$ cat src/rtl/rfu_pkg.sv
package rfu_pkg;

  // Strobes from the control to the datapath
  typedef struct packed {
    logic wrEn;    // store incoming bin
    logic wrBank;  // bank receiving bins
    logic rdEn;    // read slot active
    logic rdBank;  // bank being unpacked
    logic rdLast;  // current read slot is k = N-1
  } rfu_strobe_t;

endpackage

$ cat src/rtl/rfu_packer.sv
module rfu_packer #(
  parameter int N      = 16,
  parameter int DATA_W = 16
) (
  input  logic                     clk,
  input  logic                     rst,
  input  logic                     smpValid,
  input  logic signed [DATA_W-1:0] smpData,
  output logic                     pkValid,
  output logic signed [DATA_W-1:0] pkRe,
  output logic signed [DATA_W-1:0] pkIm,
  output logic                     pkLast
);
  localparam int IDX_W = $clog2(N);
  localparam logic [IDX_W-1:0] LAST_PAIR = IDX_W'(N - 1);

  logic                     haveEven;
  logic signed [DATA_W-1:0] evenReg;
  logic [IDX_W-1:0]         pairIdx;

  always_ff @(posedge clk) begin
    if (rst) begin
      haveEven <= 1'b0;
      evenReg  <= '0;
      pairIdx  <= '0;
      pkValid  <= 1'b0;
      pkLast   <= 1'b0;
      pkRe     <= '0;
      pkIm     <= '0;
    end else begin
      pkValid <= 1'b0;
      pkLast  <= 1'b0;
      if (smpValid) begin
        if (!haveEven) begin
          evenReg  <= smpData;
          haveEven <= 1'b1;
        end else begin
          pkRe     <= evenReg;
          pkIm     <= smpData;
          pkValid  <= 1'b1;
          pkLast   <= (pairIdx == LAST_PAIR);
          pairIdx  <= pairIdx + 1'b1;
          haveEven <= 1'b0;
        end
      end
    end
  end

  AST_PK_SPACED: assert property (@(posedge clk) disable iff (rst)
    pkValid |=> !pkValid);

  AST_PK_LAST_QUAL: assert property (@(posedge clk) disable iff (rst)
    pkLast |-> pkValid);

endmodule

$ cat src/rtl/rfu_ctrl.sv
module rfu_ctrl
  import rfu_pkg::*;
#(
  parameter int N = 16
) (
  input  logic                     clk,
  input  logic                     rst,
  input  logic                     inValid,
  input  logic                     inLast,
  output rfu_strobe_t              strobe,
  output logic [$clog2(N)-1:0]     wrIdx,
  output logic [$clog2(N)-1:0]     rdIdx
);
  localparam int IDX_W = $clog2(N);
  localparam logic [IDX_W-1:0] LAST_IDX = IDX_W'(N - 1);

  logic wrBank;
  logic rdActive;
  logic rdBank;
  logic frameClose;
  logic frameAbort;

  assign frameClose = inValid && (wrIdx == LAST_IDX);
  assign frameAbort = inValid && inLast && (wrIdx != LAST_IDX);

  always_ff @(posedge clk) begin
    if (rst) begin
      wrIdx    <= '0;
      wrBank   <= 1'b0;
      rdActive <= 1'b0;
      rdIdx    <= '0;
      rdBank   <= 1'b0;
    end else begin
      // read sweep
      if (rdActive) begin
        if (rdIdx == LAST_IDX) rdActive <= 1'b0;
        else                   rdIdx    <= rdIdx + 1'b1;
      end
      // write side; a closing frame overrides the sweep end
      if (frameAbort) begin
        wrIdx <= '0;
      end else if (frameClose) begin
        wrIdx    <= '0;
        wrBank   <= ~wrBank;
        rdActive <= 1'b1;
        rdIdx    <= '0;
        rdBank   <= wrBank;
      end else if (inValid) begin
        wrIdx <= wrIdx + 1'b1;
      end
    end
  end

  always_comb begin
    strobe.wrEn   = inValid;
    strobe.wrBank = wrBank;
    strobe.rdEn   = rdActive;
    strobe.rdBank = rdBank;
    strobe.rdLast = rdActive && (rdIdx == LAST_IDX);
  end

  AST_PINGPONG: assert property (@(posedge clk) disable iff (rst)
    strobe.rdEn && strobe.wrEn |-> strobe.rdBank != strobe.wrBank);

  AST_ABORT_REWIND: assert property (@(posedge clk) disable iff (rst)
    inValid && inLast && wrIdx != LAST_IDX |=> wrIdx == '0);

  AST_CLOSE_STARTS_READ: assert property (@(posedge clk) disable iff (rst)
    inValid && wrIdx == LAST_IDX |=> strobe.rdEn && rdIdx == '0);

  AST_READ_RUN: assert property (@(posedge clk) disable iff (rst)
    strobe.rdEn && !strobe.rdLast |=> strobe.rdEn && rdIdx == IDX_W'($past(rdIdx) + 1'b1));

endmodule

$ cat src/rtl/rfu_datapath.sv
module rfu_datapath
  import rfu_pkg::*;
#(
  parameter int N      = 16,
  parameter int DATA_W = 16,
  parameter int COEF_W = 16
) (
  input  logic                       clk,
  input  logic                       rst,
  input  rfu_strobe_t                strobe,
  input  logic [$clog2(N)-1:0]       wrIdx,
  input  logic [$clog2(N)-1:0]       rdIdx,
  input  logic signed [DATA_W-1:0]   binRe,
  input  logic signed [DATA_W-1:0]   binIm,
  output logic                       outValid,
  output logic                       outLast,
  output logic signed [DATA_W+1:0]   outRe,
  output logic signed [DATA_W+1:0]   outIm
);
  localparam int  IDX_W = $clog2(N);
  localparam int  OUT_W = DATA_W + 2;
  localparam int  SUM_W = DATA_W + 1;
  localparam int  FRAC  = COEF_W - 2;
  localparam int  PW    = COEF_W + DATA_W + 1;
  localparam real PI_R  = 3.14159265358979323846;

  function automatic logic signed [COEF_W-1:0] twCoef(input int k, input bit wantSin);
    real ang;
    real v;
    ang = PI_R * real'(k) / real'(N);
    v   = wantSin ? $sin(ang) : $cos(ang);
    v   = v * real'(1 << FRAC);
    return COEF_W'($rtoi(v >= 0.0 ? v + 0.5 : v - 0.5));
  endfunction

  // ---------------- twiddle table, built at elaboration
  logic signed [COEF_W-1:0] cosTab [N];
  logic signed [COEF_W-1:0] sinTab [N];

  for (genvar i = 0; i < N; i++) begin : g_tw
    localparam logic signed [COEF_W-1:0] COS_K = twCoef(i, 1'b0);
    localparam logic signed [COEF_W-1:0] SIN_K = twCoef(i, 1'b1);
    assign cosTab[i] = COS_K;
    assign sinTab[i] = SIN_K;
  end

  // ---------------- ping-pong bin banks
  logic signed [DATA_W-1:0] memRe [2][N];
  logic signed [DATA_W-1:0] memIm [2][N];

  always_ff @(posedge clk) begin
    if (strobe.wrEn) begin
      memRe[strobe.wrBank][wrIdx] <= binRe;
      memIm[strobe.wrBank][wrIdx] <= binIm;
    end
  end

  // ---------------- forward and shifted-reversed read
  logic [IDX_W-1:0]         partner;
  logic signed [DATA_W-1:0] aRe, aIm, bRe, bIm;
  logic signed [SUM_W-1:0]  sumRe, difIm, sumIm, negRe;

  always_comb begin
    partner = IDX_W'(N) - rdIdx;
    aRe = memRe[strobe.rdBank][rdIdx];
    aIm = memIm[strobe.rdBank][rdIdx];
    bRe = memRe[strobe.rdBank][partner];
    bIm = memIm[strobe.rdBank][partner];
    sumRe = SUM_W'(aRe) + SUM_W'(bRe);
    difIm = SUM_W'(aIm) - SUM_W'(bIm);
    sumIm = SUM_W'(aIm) + SUM_W'(bIm);
    negRe = SUM_W'(bRe) - SUM_W'(aRe);
  end

  // ---------------- stage 1: even / odd split
  logic                     v1, l1;
  logic [IDX_W-1:0]         k1;
  logic signed [DATA_W-1:0] x1Re, x1Im, x2Re, x2Im;

  always_ff @(posedge clk) begin
    if (rst) begin
      v1 <= 1'b0;
      l1 <= 1'b0;
      k1 <= '0;
      x1Re <= '0; x1Im <= '0; x2Re <= '0; x2Im <= '0;
    end else begin
      v1 <= strobe.rdEn;
      l1 <= strobe.rdLast;
      k1 <= rdIdx;
      x1Re <= DATA_W'(sumRe >>> 1);
      x1Im <= DATA_W'(difIm >>> 1);
      x2Re <= DATA_W'(sumIm >>> 1);   // (D)/(2j): real <- imag
      x2Im <= DATA_W'(negRe >>> 1);   // imag <- -real
    end
  end

  // ---------------- stage 2: twiddle and merge
  logic signed [COEF_W-1:0] cK, sK;
  logic signed [PW-1:0]     accRe, accIm;
  logic signed [OUT_W-1:0]  tRe, tIm;

  always_comb begin
    cK    = cosTab[k1];
    sK    = sinTab[k1];
    accRe = PW'(cK) * PW'(x2Re) + PW'(sK) * PW'(x2Im);
    accIm = PW'(cK) * PW'(x2Im) - PW'(sK) * PW'(x2Re);
    tRe   = OUT_W'(accRe >>> FRAC);
    tIm   = OUT_W'(accIm >>> FRAC);
  end

  always_ff @(posedge clk) begin
    if (rst) begin
      outValid <= 1'b0;
      outLast  <= 1'b0;
      outRe    <= '0;
      outIm    <= '0;
    end else begin
      outValid <= v1;
      outLast  <= l1;
      outRe    <= OUT_W'(x1Re) + tRe;
      outIm    <= OUT_W'(x1Im) + tIm;
    end
  end

  AST_OUT_PIPE: assert property (@(posedge clk) disable iff (rst)
    outValid == $past(strobe.rdEn, 2));

  AST_LAST_QUAL: assert property (@(posedge clk) disable iff (rst)
    outLast |-> outValid);

  AST_DC_BIN_REAL: assert property (@(posedge clk) disable iff (rst)
    $past(strobe.rdEn && rdIdx == '0, 2) |-> outIm == '0);

endmodule

$ cat src/rtl/rfft_unpack.sv
module rfft_unpack
  import rfu_pkg::*;
#(
  parameter int N      = 16,
  parameter int DATA_W = 16,
  parameter int COEF_W = 16
) (
  input  logic                     clk,
  input  logic                     rst,
  input  logic                     smpValid,
  input  logic signed [DATA_W-1:0] smpData,
  output logic                     pkValid,
  output logic signed [DATA_W-1:0] pkRe,
  output logic signed [DATA_W-1:0] pkIm,
  output logic                     pkLast,
  input  logic                     binValid,
  input  logic                     binLast,
  input  logic signed [DATA_W-1:0] binRe,
  input  logic signed [DATA_W-1:0] binIm,
  output logic                     gValid,
  output logic                     gLast,
  output logic signed [DATA_W+1:0] gRe,
  output logic signed [DATA_W+1:0] gIm
);
  localparam int IDX_W = $clog2(N);

  rfu_strobe_t      strobe;
  logic [IDX_W-1:0] wrIdx;
  logic [IDX_W-1:0] rdIdx;

  rfu_packer #(.N(N), .DATA_W(DATA_W)) u_packer (
    .clk(clk), .rst(rst),
    .smpValid(smpValid), .smpData(smpData),
    .pkValid(pkValid), .pkRe(pkRe), .pkIm(pkIm), .pkLast(pkLast)
  );

  rfu_ctrl #(.N(N)) u_ctrl (
    .clk(clk), .rst(rst),
    .inValid(binValid), .inLast(binLast),
    .strobe(strobe), .wrIdx(wrIdx), .rdIdx(rdIdx)
  );

  rfu_datapath #(.N(N), .DATA_W(DATA_W), .COEF_W(COEF_W)) u_dp (
    .clk(clk), .rst(rst),
    .strobe(strobe), .wrIdx(wrIdx), .rdIdx(rdIdx),
    .binRe(binRe), .binIm(binIm),
    .outValid(gValid), .outLast(gLast), .outRe(gRe), .outIm(gIm)
  );

endmodule

$ cat config.mk
export PLATFORM = sky130hd
export DESIGN_NAME = rfft_unpack
export DESIGN_NICKNAME = d
export VERILOG_FILES = /design/src/rtl/rfu_pkg.sv /design/src/rtl/rfu_packer.sv /design/src/rtl/rfu_ctrl.sv /design/src/rtl/rfu_datapath.sv /design/src/rtl/rfft_unpack.sv
export SDC_FILE = /design/constraint.sdc
export NUM_CORES = 2
export LEC_CHECK = 0
export CAP_MARGIN = 30
export CELL_PAD_IN_SITES_DETAIL_PLACEMENT = 0
export CELL_PAD_IN_SITES_GLOBAL_PLACEMENT = 1
export CORE_ASPECT_RATIO = 2
export CORE_MARGIN = 5
export CORE_UTILIZATION = 43
export DETAILED_ROUTE_END_ITERATION = 6
export GPL_TIMING_DRIVEN = 0
export PLACE_DENSITY = 0.77
export SLEW_MARGIN = 20
export SYNTH_ARGS = -nofsm -noshare
export SYNTH_HDL_FRONTEND = slang
export SYNTH_SLANG_ARGS = --single-unit
$ cat constraint.sdc
create_clock -name clk -period 12.1 [get_ports clk]
set_clock_uncertainty 0.1 [all_clocks]
set_input_delay 3.63 -clock clk [delete_from_list [all_inputs] [get_ports clk]]
set_output_delay 3.63 -clock clk [all_outputs]
set_load 0.02 [all_outputs]
# Yosys cells after proc, flatten, opt, wreduce, memory -nomap -nowiden
# Memory sizes are Yosys's and may differ from the RTL's. A register that Yosys moved wholly into a read port is not among the register bits.
# Index checks and enable logic that the tools add are counted.
# W data, S select, Z words.
# word_totals
input_bits	53
output_inout_bits	72
mem_bits_ro	512
ramBits	1024
regBits	174
wordCells	105
mem_count	4
# classes
order_cmp	5
n_eq_ne	4
n_mux	34
mul	4
n_reduce_logical	11
addsub	12
n_bitwise	8
# mem_list
name	words	width	rd	rd_ports_with_merged_regs	wr	line_no	text
u_dp.memIm	2	256	1	1	1	rfu_datapath.sv:49	logic signed [DATA_W-1:0] memIm [2][N];
u_dp.memRe	2	256	1	1	1	rfu_datapath.sv:48	logic signed [DATA_W-1:0] memRe [2][N];
(no name shown)	16	16	1	0	0	rfu_datapath.sv:104	sK = sinTab[k1];
(no name shown)	16	16	1	0	0	rfu_datapath.sv:103	cK = cosTab[k1];
# op_table
operator	count
$bmux W16 S4	4
$mux W256	1
$mux W16	13
$mul A16 B16 Y32	4
$demux W16 S4	1
$add A16 B18 Y18	2
$add A16 B16 Y17	2
$sub A16 B16 Y17	2
$add A32 B32 Y32	1
$sub A32 B32 Y32	1
$ge A5 B5 Y1 const B	4
$not A4 Y5	4
$mux W4	4
$add A4 B1 Y4 const B	3
$eq A4 B4 Y1 const B	3
$mux W1	11
$reduce_and A2 Y1	3
$reduce_or A3 Y1	2
$logic_and A1 B1 Y1	5
$lt A5 B1 Y1 const B	1
$ne A4 B4 Y1 const B	1
$not A1 Y1	4
$sub A1 B4 Y4 const A	1
$reduce_or A2 Y1	1

# Logic depth before layout (Yosys ltp)
# depth
word_depth	7
ltp_mapped	49
ltp_nobuf	48

# By module
# A second synthesis with hierarchy kept.
# hier_totals
hier_cells	6781
hier_area_um2	86923.4
# by_module_without_submodules
module	area_each_um2	cells_per_inst	n_inst	seq_area_each_um2
rfu_datapath	84471.0	6485	1	32911.6
rfu_packer	1941.9	237	1	1101.1
rfu_ctrl	510.5	59	1	220.2

# Worst setup path before layout
# No wires, ideal clock.
# synth_timing
path_kind	register to register
startpoint	register u_dp.k1[0]
endpoint	register u_dp.outIm[16]
setup_slack_ns	2.292
stages_incl_launch_ff	48
arrival_ns	9.577
setup_ns	0.132
path_buffers	2
required_ns	11.868
synth_period_minus_slack_ns	9.808
path_cell_list	dfxtp_1 -> clkbuf_1 -> inv_1 -> ha_1 -> nor2_1 -> or2_1 -> a21oi_1 -> clkbuf_1 -> nand2_1 -> fa_1 -> inv_1 -> fa_1 -> inv_1 -> fa_1 -> inv_1 -> ha_1 -> inv_1 -> fa_1 -> [12 not listed] -> o21a_1 -> nor2_1 -> xnor2_1 -> ha_1 -> inv_1 -> fa_1 -> nor2b_1 -> o21ai_1 -> a21boi_1 -> o21ai_1 -> a21boi_1 -> o21ai_1 -> a21oi_1 -> o21ai_1 -> a211oi_1 -> o31a_1 -> o21a_1 -> nor3_1
# synth_between
elab_chain_len	7
elab_cells_between_ends	11
cone_classes	add/sub (2); mul (2); mux (4); bitwise (1); memory (2)
# synth_lines
element	line_no	text
start, declared	rfu_datapath.sv:77	logic [IDX_W-1:0] k1;
start signal, assigned	rfu_datapath.sv:89	k1 <= rdIdx;
$not A4 Y5 (implied by the code) *	rfu_datapath.sv:103, rfu_datapath.sv:104	
$mem_v2 Z16 W16, on equally long branches	-	
$mux W16, on equally long branches (2 in series)	rfu_datapath.sv:103, rfu_datapath.sv:104	
$mul A16 B16 Y32	rfu_datapath.sv:106	accIm = PW'(cK) * PW'(x2Im) - PW'(sK) * PW'(x2Re);
$sub A32 B32 Y32 *	rfu_datapath.sv:106	
$add A16 B18 Y18 *	rfu_datapath.sv:121	outIm <= OUT_W'(x1Im) + tIm;
end signal, assigned	rfu_datapath.sv:121	
end, declared	rfu_datapath.sv:18	output logic signed [DATA_W+1:0] outIm
# Mark *: on every way between the ends. The rest lies on a longest branch, timed or not. The select of a mux whose other input is x is not followed.
# A chain may end at the register's enable or synchronous reset.

# Worst setup path after layout
# Ends and elaborated chain as after synthesis.

==> flow_summary.toml <==
[global_route]
track_usage_pct = 30.4
gr-usage-met3_pct = 3.92
globalRouteMet2Util_pct = 55.6
grt_max_degree = 33
busiest_layer = "met2"
grt_pass1_vias = 60909
overflow = 0
antenna_found_initial = 17
grt_pass1_wl_mm = 447
grtUsageMet1_pct = 28.2

[timing]
final-hold-violation-count = 0
finalSetupViolations = 0
tightestPinTransition_ns = 1.08
rsz0062_at_grt = "true"
clock.fmax_mhz = 85.0
min_period_ns = 11.77
final.period_utilization_pct = 97.2
slew-limit-headroom_pct = 27.9
drv_slew = 0

[detailed_routing]
drt-initial-drc-count = 4733
routedWlPerCell_um = 32.4
drtAntennaViolNets = 0
drt_wl_total_mm = 320
drc = 0
vias_per_cell = 5.67
vias = 55990
dr.pass1.iters = 6

[yosys]
syn_area_um2 = 86700
synthTopCellsByArea = "edfxtp_1 35%, fa_1 23%, mux4_2 10%"
async_flop_share_pct = 0
yosys.area.top_type = "edfxtp_1"
seq_area_frac_synth_pct = 39.5
synth_top_area_share_pct = 35.5
syn-instance-count = 6785
ys_seq_elements = 1199
ys.flop_type = "edfxtp_1"
synth_area_per_cell_um2 = 12.8
synth_warnings = 0
synth_edf_count = 1024
syn-num-nets = 8319
ys_types = 64

[die]
dieArea_um2 = 211000
core-area_um2 = 201000
num_rows = 233
die_y_um = 645
ios = 125
initial_core_util_pct = 43.1
die_w_um = 328

[hold_path]
hold_path.class = "reg2reg"
hp-start = "u_packer.evenReg[2]$_SDFFE_PP0P_"
min_to = "u_packer.pkRe[2]$_SDFFE_PP0P_"
holdPathStages = 2

[clock_tree]
cts_tree = "done"
clock_latency_ns = 0.73
cts-root-buf = "clkbuf_16"
cts-buffers-inserted = 91
htree_num_levels = 3
cts-hold-fix-buffers = 0
clk_path_buf_depth = 3
clkSlewWorstSetupHoldPaths_ns = 0.07
clock-sinks = 1199

[cells_and_area]
layout_common_cells = "1284 x inv_1, 1024 x edfxtp_1, 981 x fa_1"
fin_nets = 8727
design_area_um2 = 97600
drive_above_1_share_pct = 13.7
synthToLayoutAreaGrowth_pct = 12.5
layout_commonest_cell = "inv_1"
n_fill_cell = 17812

[critical_path]
required_ns = 12.54
path_max_fanout = 10
path_class = "reg2reg"
critPathMaxStageDelay_ns = 0.69
worstSetupEndpointType = "flop"
ff2ff_path_depth = 40
crit_start = "u_dp.k1[0]$_SDFF_PP0_"
worstReg2RegEnd = "u_dp.outIm[16]$_SDFF_PP0_"
r2r_slack_ns = 0.33
cp-start-kind = "flop"
crit_top_cell = "fa_1"
crit_arrival_ns = 12.20
slowest_stage = "clkbuf_1"
r2r-start = "u_dp.k1[0]$_SDFF_PP0_"

[placement]
place_hpwl_mm = 257
io_buffers = 124
postPlaceCellArea_um2 = 93800
gp_congestion = 1.04

[power]
ir_drop_mv = 0.257
leakagePower_uw = 0.0393
power_uw = 13000
power_density_nw_per_um2 = 133

[run_status]
status = "completed"

[job]
cap_viol_max_count = 0
==> worst max-delay path, delay by kind of cell, from the launching register on <==
kind / cells / cell delay (ns)
flip-flops: 1 / 0.43
AND/OR/NAND/NOR: 6 / 1.03
buffers and inverters: 7 / 1.31
AO/OA/AOI/OAI: 15 / 3.33
adder cells (fa/ha/maj): 11 / 5.16
XOR/XNOR: 1 / 0.22
==> report_power, final <==
part           switching [uW]  internal (uW)
registers                 108           4610
logic                    3220           1910
clock network            1520           1610
total                    4850           8130
==> synth_stat cells (all sizes together) (30+ instances only) <==
| library cell | count |
|---|---|
| inv | 1294 |
| edfxtp | 1024 |
| a21oi | 148 |
| mux4 | 391 |
| ha | 500 |
| nor2 | 241 |
| nand2 | 556 |
| dfxtp | 175 |
| a21o | 30 |
| nor3 | 42 |
| and2 | 514 |
| mux2i | 36 |
| nor2b | 62 |
| o21ai | 63 |
| xor2 | 39 |
| xnor2 | 107 |
| clkbuf | 296 |
| fa | 981 |
| buf | 42 |
==> layout make-up <==
class / instances / area, um2 / share of cell area [%]
Antenna cell: 17 / 42.5 / 0.0436
Buffer: 336 / 1500 / 1.54
Clock buffer: 106 / 2340 / 2.40
Clock inverter: 62 / 692 / 0.709
Inverter: 1295 / 4860 / 4.98
Multi-Input combinational cell: 3953 / 46800 / 47.9
Sequential cell: 1199 / 34300 / 35.1
Tap cell: 2585 / 3230 / 3.32
Timing Repair Buffer: 317 / 3850 / 3.95
==> metal layers <==
layer	vias up	share of wire (%)
li1	23059	-
met1	29113	29
met2	2661	53
met3	1155	5.2
met4	2	13
met5	-	0.0062
==> stage by stage <==
step,setup TNS [ns],setup slack [ns],std cells,hold slack (ns),util (%)
detailed placement,-11.68,-1.33,9657,0.345,46.6
global placement,-135.86,-2.00,9494,0.340,45.3
global route,-0.0725,-0.0416,9861,0.373,48.5
finish,0,0.334,9870,0.352,48.5
CTS,0,0.0115,9825,0.355,48.2
floorplan,0,2.29,6785,0.314,-
==> logic make-up (layout without fill, tap and decap cells) <==
| logic type | count (synthesis) | after routing | share of synthesized area, % |
|---|---|---|---|
| other | 0 | 17 | 0 |
| DFF | 1199 | 1199 | 39.5 |
| muxes | 456 | 456 | 10.9 |
| AOI/OAI and AO/OA | 359 | 359 | 2.56 |
| and+or+nand+nor | 1511 | 1511 | 8.54 |
| adders and majority gates | 1481 | 1481 | 29.9 |
| xor gates and xnor gates | 146 | 146 | 1.47 |
| buffers and inverters | 1633 | 2116 | 7.09 |
==> flip-flops by register name, indices dropped and copies added, names as in the netlist, 4 cells and up, named ones only <==
register	count
u_dp.memIm	512
u_dp.memRe	512
u_dp.outIm	18
u_dp.outRe	18
u_dp.x1Im	16
u_dp.x1Re	16
u_dp.x2Im	16
u_dp.x2Re	16
u_packer.evenReg	16
u_packer.pkIm	16
u_packer.pkRe	16
u_ctrl.rdIdx	4
u_ctrl.wrIdx	4
u_dp.k1	4
u_packer.pairIdx	4
==> worst max path at each step <==
stage / endpoint / slack, ns / depth (start not counted)
detailed placement: u_dp.outRe[16]$_SDFF_PP0_ / -1.33 / 43
CTS: u_dp.outRe[17]$_SDFF_PP0_ / 0.01 / 43
finish: u_dp.outIm[16]$_SDFF_PP0_ / 0.33 / 40
global route: u_dp.outRe[17]$_SDFF_PP0_ / -0.04 / 41
floorplan: u_dp.outIm[16]$_SDFF_PP0_ / 2.29 / 47
global placement: u_dp.memIm[0][67]$_DFFE_PP_ / -2.00 / 3
==> what timing repair did <==
action / in CTS / in global routing
hold endpoints to repair: 0 / 0
endpoints found under the setup margin: 18 / 13
setup buffers: 0 / 5
cloned: 0 / 0
gates resized for setup: 53 / 122
pin swaps: 0 / 5
No activity file was read; power rests on OpenSTA's default activity.
